`config.mk`:
```
export PLATFORM = sky130hd
export DESIGN_NAME = bus_timeout_guard
export DESIGN_NICKNAME = d
export VERILOG_FILES = /design/src/rtl/bto_pkg.sv /design/src/rtl/bto_timeout_ctr.sv /design/src/rtl/bto_open_ctr.sv /design/src/rtl/bus_timeout_guard.sv
export SDC_FILE = /design/constraint.sdc
export NUM_CORES = 1
export LEC_CHECK = 0
export CAP_MARGIN = 20
export CORE_AREA = 2 2 91 75
export CTS_CLUSTER_DIAMETER = 30
export DETAILED_ROUTE_END_ITERATION = 10
export DIE_AREA = 0 0 93 77
export PLACE_DENSITY = 0.85
export SYNTH_ARGS = -nofsm -noshare
export SYNTH_HDL_FRONTEND = slang
export SYNTH_SLANG_ARGS = --single-unit
```
`constraint.sdc`:
```
create_clock -name clk -period 4.4 [get_ports clk]
set_clock_uncertainty 0.1 [all_clocks]
set_input_delay 0.88 -clock clk [delete_from_list [all_inputs] [get_ports clk]]
set_output_delay 0.88 -clock clk [all_outputs]
set_load 0.05 [all_outputs]
```
`src/rtl/bto_pkg.sv`:
```
package bto_pkg;

    typedef struct packed {
        logic hold;     // error presented to master
        logic fwd_stb;  // strobe allowed toward slave
        logic fwd_ack;  // slave ack allowed toward master
        logic stall;    // stall presented to master
    } guard_ctl_t;

    function automatic guard_ctl_t guard_ctl(
        input logic err_q,
        input logic cyc,
        input logic stb,
        input logic open_nz,
        input logic sl_ack,
        input logic sl_stall
    );
        guard_ctl_t c;
        c.hold    = err_q & cyc;
        c.fwd_stb = stb & cyc & ~err_q;
        c.fwd_ack = sl_ack & cyc & ~err_q & open_nz;
        c.stall   = err_q | sl_stall;
        return c;
    endfunction

    function automatic int unsigned limit_width(input int unsigned limit);
        return (limit < 2) ? 1 : $clog2(limit);
    endfunction

endpackage

```
`src/rtl/bto_timeout_ctr.sv`:
```
module bto_timeout_ctr
    import bto_pkg::*;
#(
    parameter int unsigned LIMIT = 16
) (
    input  logic clk,
    input  logic rst,
    input  logic clr,
    input  logic run,
    output logic fire
);
    localparam int unsigned CW = limit_width(LIMIT);
    localparam logic [CW-1:0] LAST = CW'(LIMIT - 1);

    logic [CW-1:0] cnt_q;

    // expires on the edge that completes LIMIT consecutive run edges
    assign fire = run && (cnt_q == LAST);

    always_ff @(posedge clk) begin
        if (rst || clr || !run || fire) begin
            cnt_q <= '0;
        end else begin
            cnt_q <= cnt_q + 1'b1;
        end
    end
endmodule

```
`src/rtl/bto_open_ctr.sv`:
```
module bto_open_ctr #(
    parameter int unsigned W = 6
) (
    input  logic         clk,
    input  logic         rst,
    input  logic         clr,
    input  logic         inc,
    input  logic         dec,
    output logic [W-1:0] count,
    output logic         nonzero
);
    logic [W-1:0] cnt_q;

    assign count   = cnt_q;
    assign nonzero = (cnt_q != '0);

    always_ff @(posedge clk) begin
        if (rst || clr) begin
            cnt_q <= '0;
        end else begin
            unique case ({inc, dec})
                2'b10:   cnt_q <= cnt_q + 1'b1;
                2'b01:   cnt_q <= cnt_q - 1'b1;
                default: cnt_q <= cnt_q;
            endcase
        end
    end
endmodule

```
`src/rtl/bus_timeout_guard.sv`:
```
module bus_timeout_guard
    import bto_pkg::*;
#(
    parameter int unsigned ADDR_W       = 30,
    parameter int unsigned DATA_W       = 32,
    parameter int unsigned SEL_W        = DATA_W / 8,
    parameter int unsigned MAX_STALL    = 16,
    parameter int unsigned MAX_ACK_WAIT = 256,
    parameter int unsigned OPEN_W       = 6
) (
    input  logic              clk,
    input  logic              rst,
    input  logic              m_cyc,
    input  logic              m_stb,
    input  logic              m_we,
    input  logic [ADDR_W-1:0] m_addr,
    input  logic [DATA_W-1:0] m_wdata,
    input  logic [SEL_W-1:0]  m_sel,
    output logic              m_stall,
    output logic              m_ack,
    output logic              m_err,
    output logic [DATA_W-1:0] m_rdata,
    output logic              s_cyc,
    output logic              s_stb,
    output logic              s_we,
    output logic [ADDR_W-1:0] s_addr,
    output logic [DATA_W-1:0] s_wdata,
    output logic [SEL_W-1:0]  s_sel,
    input  logic              s_stall,
    input  logic              s_ack,
    input  logic [DATA_W-1:0] s_rdata
);
    logic              err_q;
    logic              open_nz;
    logic [OPEN_W-1:0] open_cnt;
    logic              stall_fire;
    logic              ack_fire;
    logic              accepted;
    guard_ctl_t        ctl;

    assign ctl      = guard_ctl(err_q, m_cyc, m_stb, open_nz, s_ack, s_stall);
    assign accepted = ctl.fwd_stb & ~s_stall;

    // request path
    assign s_cyc   = m_cyc;
    assign s_stb   = ctl.fwd_stb;
    assign s_we    = m_we;
    assign s_addr  = m_addr;
    assign s_wdata = m_wdata;
    assign s_sel   = m_sel;

    // response path
    assign m_stall = ctl.stall;
    assign m_ack   = ctl.fwd_ack;
    assign m_err   = ctl.hold;
    assign m_rdata = s_rdata;

    bto_open_ctr #(.W(OPEN_W)) u_open (
        .clk     (clk),
        .rst     (rst),
        .clr     (~m_cyc),
        .inc     (accepted),
        .dec     (ctl.fwd_ack),
        .count   (open_cnt),
        .nonzero (open_nz)
    );

    bto_timeout_ctr #(.LIMIT(MAX_STALL)) u_stall_tmr (
        .clk  (clk),
        .rst  (rst),
        .clr  (~m_cyc),
        .run  (ctl.fwd_stb & s_stall),
        .fire (stall_fire)
    );

    bto_timeout_ctr #(.LIMIT(MAX_ACK_WAIT)) u_ack_tmr (
        .clk  (clk),
        .rst  (rst),
        .clr  (~m_cyc),
        .run  (m_cyc & ~err_q & open_nz & ~s_ack),
        .fire (ack_fire)
    );

    always_ff @(posedge clk) begin
        if (rst || !m_cyc) begin
            err_q <= 1'b0;
        end else if (stall_fire || ack_fire) begin
            err_q <= 1'b1;
        end
    end

    logic unused_ok;
    assign unused_ok = ^open_cnt;
endmodule

```
==> results of run 1 <==
## placed cells by master, fill, tap and decap left out, drive strengths merged, types with 2 or more instances in the layout
cell type | synthesis | routed
nand3 | 4 | 4
nor3b | 2 | 2
dfxtp | 19 | 19
ha | 7 | 7
nand2 | 6 | 6
clkdlybuf4s50 | 0 | 10
a211oi | 3 | 3
xnor2 | 5 | 5
nor4b | 2 | 2
xor2 | 4 | 4
nor2 | 17 | 17
a21o | 2 | 2
or3 | 2 | 2
inv | 3 | 3
clkbuf | 0 | 3
nand2b | 4 | 4
a21oi | 6 | 6
o21ai | 4 | 4
nor3 | 3 | 3
## cells by family after synthesis
group / count (synthesis)
fa+ha+maj: 8
buf+inv: 104
compound gates: 20
simple gates: 51
flops: 19
mux: 1
xor+xnor: 9
## layout make-up
class,instances,share of cell area [%]
clock buffer,3,3.28
inverter,3,0.894
multi-input combinational,89,49.0
clock inverter,1,0.397
timing repair buffer,10,7.94
tap,84,8.34
sequential,19,30.2
## synth_stat cells, drive strengths merged
master	n
and2	1
nor2b	1
o21ai	4
dfxtp	19
nand3b	1
a2111oi	1
ha	7
nor4bb	1
o31ai	1
or3	2
inv	3
a221o	1
nor4	1
a21oi	6
a31o	1
fa	1
a21o	2
mux2i	1
nand4b	1
nor3b	2
nor2	17
a21boi	1
a211oi	3
or2b	1
nand3	4
nand2	6
or2	1
xor2	4
or4	1
nor3	3
nor4b	2
nand2b	4
xnor2	5
and3b	1
nand4	1
buf	101
## how the worst max path moves through the flow
stage,from,endpoint,slack [ns]
after CTS,m_cyc,m_ack,0.60
after floorplan,m_cyc,u_open.count[5],0.35
after global placement,m_cyc,m_ack,0.60
after detailed placement,m_cyc,u_open.count[5],0.58
after global routing,m_cyc,m_ack,0.48
final,m_cyc,m_ack,0.65
## sequential cells by signal, summed over array words and instances (netlist names)
| signal | count |
|---|---|
| u_ack_tmr.cnt_q | 8 |
| u_stall_tmr.cnt_q | 4 |
| err_q | 1 |
| u_open.count | 6 |
## where the power goes
part	switching (uW)	internal (uW)	total [uW]	leakage, uW
sequential	0.868	173	173	0.000153
clock	57.5	63.0	121	0.0000255
combinational	14.2	10.3	24.5	0.000240
total	72.6	246	318	0.000419
## worst max-delay path: stages
cell and delay (ns):
clkdlybuf4s50_1 0.57, nand2b_1 0.11, a211oi_1 0.32, clkdlybuf4s50_1 0.88
## stage by stage
stage                     setup slack, ns  cells  area, sq um
final                               0.651    209         1260
after global routing                0.479    209         1260
after floorplan                     0.349    212         1760
after detailed placement            0.578    205         1210
after global placement              0.597    205         1210
after CTS                           0.595    209         1260
## per-layer routing
metal  global-route usage (%)  vias to the layer above
met1                     7.25                      425
met4                     3.09                        0
met3                     5.40                       17
met2                     9.86                       47
li1                         -                      425
met5                        0                        -
==> results.json, run 1 <==
{
  "rrSetupSlack_ns": 1.48,
  "startpoint_type": "input pin",
  "drt_wl_total_mm": 2.37,
  "holdCritStartpoint": "u_ack_tmr.cnt_q[0]",
  "tightest_slew_ns": 0.504,
  "post_cts_buffers": 0,
  "synth_compound_area_share_pct": 8.01,
  "wl_met2_mm": 1.08,
  "vias": 914,
  "post-route-util_pct": 20.2,
  "clock.fmax_mhz": 267,
  "synth_area_sq_mm": 0.00176,
  "fin_nets": 239,
  "vias_per_cell": 4.37,
  "initial_core_util_pct": 28.2,
  "reg2reg_to": "u_open.count[5]",
  "r2r_cells": 8,
  "m1WireLength_microns": 905,
  "rsz0062_at_grt": "no",
  "cts_tree": "done",
  "cts_buffer_depth": 2,
  "antenna_found_initial": 0,
  "ff_latch_area_sq_um": 380,
  "yosys_warnings": 0,
  "port-buffer-count": 10,
  "track_usage_pct": 6.83,
  "maxSlewHeadroom_pct": 66.3,
  "gp_congestion": 0.812,
  "synth_top_cell_area_share_pct": 42.6,
  "drcViolationCount": 0,
  "wire_per_inst_microns": 11.4,
  "insertion_delay_ns": 0.26,
  "critPathKind": "input pin to primary output",
  "synth_top_family_by_area": "buffers and inverters",
  "report.final.setup_viol": 0,
  "cap_violations": 0,
  "grt_overflow": 0,
  "synth_area_leaders": "buf_4 43%, dfxtp_1 22%, ha_1 5.0%",
  "ys_types": 40,
  "top_layer": "met4",
  "syn_area_per_cell_sq_um": 8.32,
  "dp.final_hpwl_mm": 1.89,
  "drt_iter0_drc": 53,
  "timing.hold.ws_ns": 0.347,
  "hp-class": "register to register",
  "synth_cells": 212,
  "cts_hold_buf": 0,
  "synth-xor-area-share_pct": 4.47,
  "cp-end-kind": "primary output",
  "wl_met3_microns": 326,
  "htreeDepth": 1,
  "multi_input_area_sq_um": 617,
  "power.leakage_uw": 0.000419,
  "worstHoldPathCells": 1,
  "drive_above_1_share_pct": 8.00,
  "hold_viol": 0,
  "cts-root-buf": "clkbuf_8",
  "core_area_sq_mm": 0.00625,
  "holdPathEnd": "u_ack_tmr.cnt_q[0]",
  "synthesis.nets": 325,
  "cts_sinks": 19,
  "synth_mux_area_share_pct": 0.567,
  "die_h_microns": 77,
  "rows": 26,
  "yosysTopAreaCell": "buf_4",
  "grt_pass1_wl_mm": 4.03,
  "synth_seq_cells": 19,
  "reg2reg_from": "u_open.count[0]",
  "path_max_fanout": 6,
  "synth-simple-area-share_pct": 15.8,
  "synthAdderAreaFrac_pct": 6.10,
  "p_per_area_mw_per_mm2": 253,
  "critical_path_arrival_ns": 2.77,
  "drt-pass1-iter-count": 4,
  "grt_max_degree": 14,
  "required_ns": 3.42,
  "die_area_sq_mm": 0.00716,
  "numCtsBuffers": 3,
  "status": "complete, no violations",
  "power_uw": 318,
  "num_antenna_cells": 0,
  "num-fill-cells": 696,
  "period_share_pct": 85.2,
  "clk_pin_slew_worst_paths_ns": 0.07,
  "timing.final.crit_period_ns": 3.75,
  "yosysSeqAreaShare_pct": 21.6,
  "ctsResizeCount": 0,
  "first_global_vias": 854,
  "setup-tns-final_ns": 0,
  "maxSlewViolCount": 0,
  "die_w_microns": 93,
  "ios": 209,
  "max-vdd-ir-drop_uv": 79.7,
  "detail-route-antenna-nets": 0,
  "synthToLayoutAreaGrowth_pct": -28.6
}
Note: power is estimated with default switching activity, not from simulation.
==> inputs of run 2 (changes only) <==
--- a/config.mk
+++ b/config.mk
@@ -5,12 +5,14 @@
 export SDC_FILE = /design/constraint.sdc
 export NUM_CORES = 1
 export LEC_CHECK = 0
+export ABC_AREA = 1
 export CAP_MARGIN = 20
 export CORE_AREA = 2 2 91 75
 export CTS_CLUSTER_DIAMETER = 30
 export DETAILED_ROUTE_END_ITERATION = 10
 export DIE_AREA = 0 0 93 77
-export PLACE_DENSITY = 0.85
+export GPL_TIMING_DRIVEN = 0
+export PLACE_DENSITY = 0.86
 export SYNTH_ARGS = -nofsm -noshare
 export SYNTH_HDL_FRONTEND = slang
 export SYNTH_SLANG_ARGS = --single-unit
==> run 2 against run 1 <==
Compared with the run above:
- count of clock-buffer cells in the layout increased by 1
- non-clock buffer count increased by 199
- register-to-register slack gained 0.60 ns
- via count is 87% higher
- worst hold slack improved by 0.0048 ns
- wire length up 81%
- final cell count increased by 110%
- worst setup slack worse by 0.028 ns
- flip-flop and latch count is the same
- power up 110%
- clock power about the same
- core utilization increased by 29 points
- critical endpoint unchanged
==> results.json, run 2 <==
{
  "status": "complete, no violations",
  "maxSlewHeadroom_pct": 65.4,
  "antenna_found_initial": 0,
  "wire_per_inst_microns": 9.78,
  "detail-route-antenna-nets": 0,
  "initial_core_util_pct": 29.3,
  "final_common_cell": "clkdlybuf4s50_1",
  "synthesis.nets": 354,
  "tightest_slew_ns": 0.518,
  "htreeDepth": 1,
  "post_cts_buffers": 0,
  "drt_iter0_drc": 37,
  "yosysSeqAreaShare_pct": 20.8,
  "critPathKind": "input pin to primary output",
  "path_max_fanout": 4,
  "post-route-util_pct": 49.2,
  "numCtsBuffers": 3,
  "die_h_microns": 77,
  "critical_path.max_stage_delay_ns": 0.82,
  "num-fill-cells": 597,
  "clk_pin_slew_worst_paths_ns": 0.06,
  "clock.fmax_mhz": 265,
  "synth_seq_cells": 19,
  "synth_area_sq_mm": 0.00183,
  "critical_path_arrival_ns": 2.80,
  "rows": 26,
  "ys_dominant_reg_cell": "dfxtp_1",
  "ys_types": 23,
  "dp.final_hpwl_mm": 3.82,
  "setup-tns-final_ns": 0,
  "worstPathCellList": "clkdlybuf4s50_1 -> inv_2 -> nor2_1 -> nand2_1 -> inv_1 -> nand2_1 -> inv_1 -> clkdlybuf4s50_1",
  "cts_tree": "done",
  "drcViolationCount": 0,
  "synth_common_cells": "100 x buf_4, 24 x nand2_1, 23 x inv_1, 23 x nor2_1, 19 x dfxtp_1",
  "vias_per_cell": 3.90,
  "syn_area_per_cell_sq_um": 7.60,
  "vias": 1708,
  "async_flop_share_pct": 0,
  "drive_above_1_share_pct": 31.9,
  "cts_hold_buf": 0,
  "cts-root-buf": "clkbuf_8",
  "num_antenna_cells": 0,
  "ctsResizeCount": 0,
  "synth_area_leaders": "buf_4 41%, dfxtp_1 21%, nand2_1 4.9%",
  "drt_wl_total_mm": 4.28,
  "cts_buffer_depth": 2,
  "p_per_area_mw_per_mm2": 219,
  "fin_nets": 468,
  "cap_violations": 0,
  "final_cell_mix": "109 x clkdlybuf4s50_1, 100 x buf_4, 24 x nand2_1",
  "max-vdd-ir-drop_uv": 95.4,
  "power.leakage_uw": 0.00148,
  "rsz0062_at_grt": "no",
  "drt-pass1-iter-count": 4,
  "first_global_vias": 1575,
  "crit_slowest_cell": "clkdlybuf4s50_1",
  "hold_viol": 0,
  "grt_pass1_wl_mm": 6.64,
  "core_area_sq_mm": 0.00625,
  "die_w_microns": 93,
  "required_ns": 3.42,
  "insertion_delay_ns": 0.25,
  "yosysMostFrequentCell": "buf_4",
  "grt_max_degree": 11,
  "synthToLayoutAreaGrowth_pct": 67.8,
  "timing.final.crit_period_ns": 3.78,
  "port-buffer-count": 109,
  "die_area_sq_mm": 0.00716,
  "report.final.setup_viol": 0,
  "hp-class": "register to register",
  "synth_edf_count": 0,
  "synth_cells": 241,
  "period_share_pct": 85.8,
  "ios": 209,
  "maxSlewViolCount": 0,
  "yosys_warnings": 0,
  "gp_congestion": 0.813,
  "synth_top_cell_area_share_pct": 41.0,
  "yosysTopAreaCell": "buf_4",
  "startpoint_type": "input pin",
  "largest_register": "u_ack_tmr.cnt_q",
  "cts_sinks": 19,
  "cp-end-kind": "primary output",
  "grt_overflow": 0,
  "largest_reg_flops": 8,
  "track_usage_pct": 10.8
}
## run 2: cell types whose count changed after synthesis, moves of 3 or more
| cell | before | now |
|---|---|---|
| a211oi_1 | 3 | 0 |
| nor3_1 | 3 | 0 |
| nand2_1 | 6 | 24 |
| nor2_1 | 17 | 23 |
| inv_1 | 3 | 23 |
| nand3_1 | 4 | 13 |
| nand2b_1 | 3 | 0 |
| xor2_1 | 4 | 7 |
## run 2: layout make-up
type	count	area [sq um]	area share (%)
Multi-Input combinational cell	97	606	19.7
Tap cell	84	105	3.42
Timing Repair Buffer	109	1090	35.5
Inverter	25	93.8	3.05
Buffer	100	751	24.4
Clock buffer	4	45.0	1.47
Sequential cell	19	380	12.4
## run 2: report_power, final
group,internal [uW],leakage [uW],switching [uW]
registers,174,0.000153,2.21
logic,149,0.00130,228
clock network,64.3,0.0000228,54.7
total,388,0.00148,285
## run 2: final timing paths
path,startpoint,end,slack [ns],cells past startpoint
hold / removal,u_stall_tmr.cnt_q[0],u_stall_tmr.cnt_q[0],0.35,1
setup reg to reg,u_open.count[0],u_open.count[4],2.08,13
hold reg to reg,u_stall_tmr.cnt_q[0],u_stall_tmr.cnt_q[0],0.35,1
setup / recovery,m_cyc,m_ack,0.62,8
## run 2: critical path: cells and delay by family
kind	cells	cell delay, ns
buf+inv	5	1.67
simple gates	3	0.24
## run 2: metrics by stage
step           area [sq um]  total power [uW]  instances  hold WS, ns  setup slack [ns]
2_1_floorplan          1830               456        241        0.318              1.53
3_3_place_gp           3030               555        434        0.330             0.629
3_5_place_dp           3030               559        434        0.343             0.626
4_1_cts                3070               678        438        0.353             0.598
5_1_grt                3070               700        438        0.369             0.486
6_report               3070               673        438        0.351             0.624
## run 2: cell families (layout without fill, tap and decap cells)
kind of cell / count (synthesis) / after routing / share of synthesized area, %
buffers and inverters: 125 / 238 / 46.1
xor gates and xnor gates: 10 / 10 / 4.79
adders and majority gates: 8 / 8 / 5.88
AOI/OAI and AO/OA: 9 / 9 / 2.67
and+or+nand+nor: 70 / 70 / 19.8
DFF: 19 / 19 / 20.8
## run 2: layer usage
layer	up-vias	wire length (microns)	track usage, %
met5	-	0	0
met1	757	1490	10.9
met3	2	424	3.63
li1	864	-	-
met2	85	2350	22.0
met4	0	10	0.441
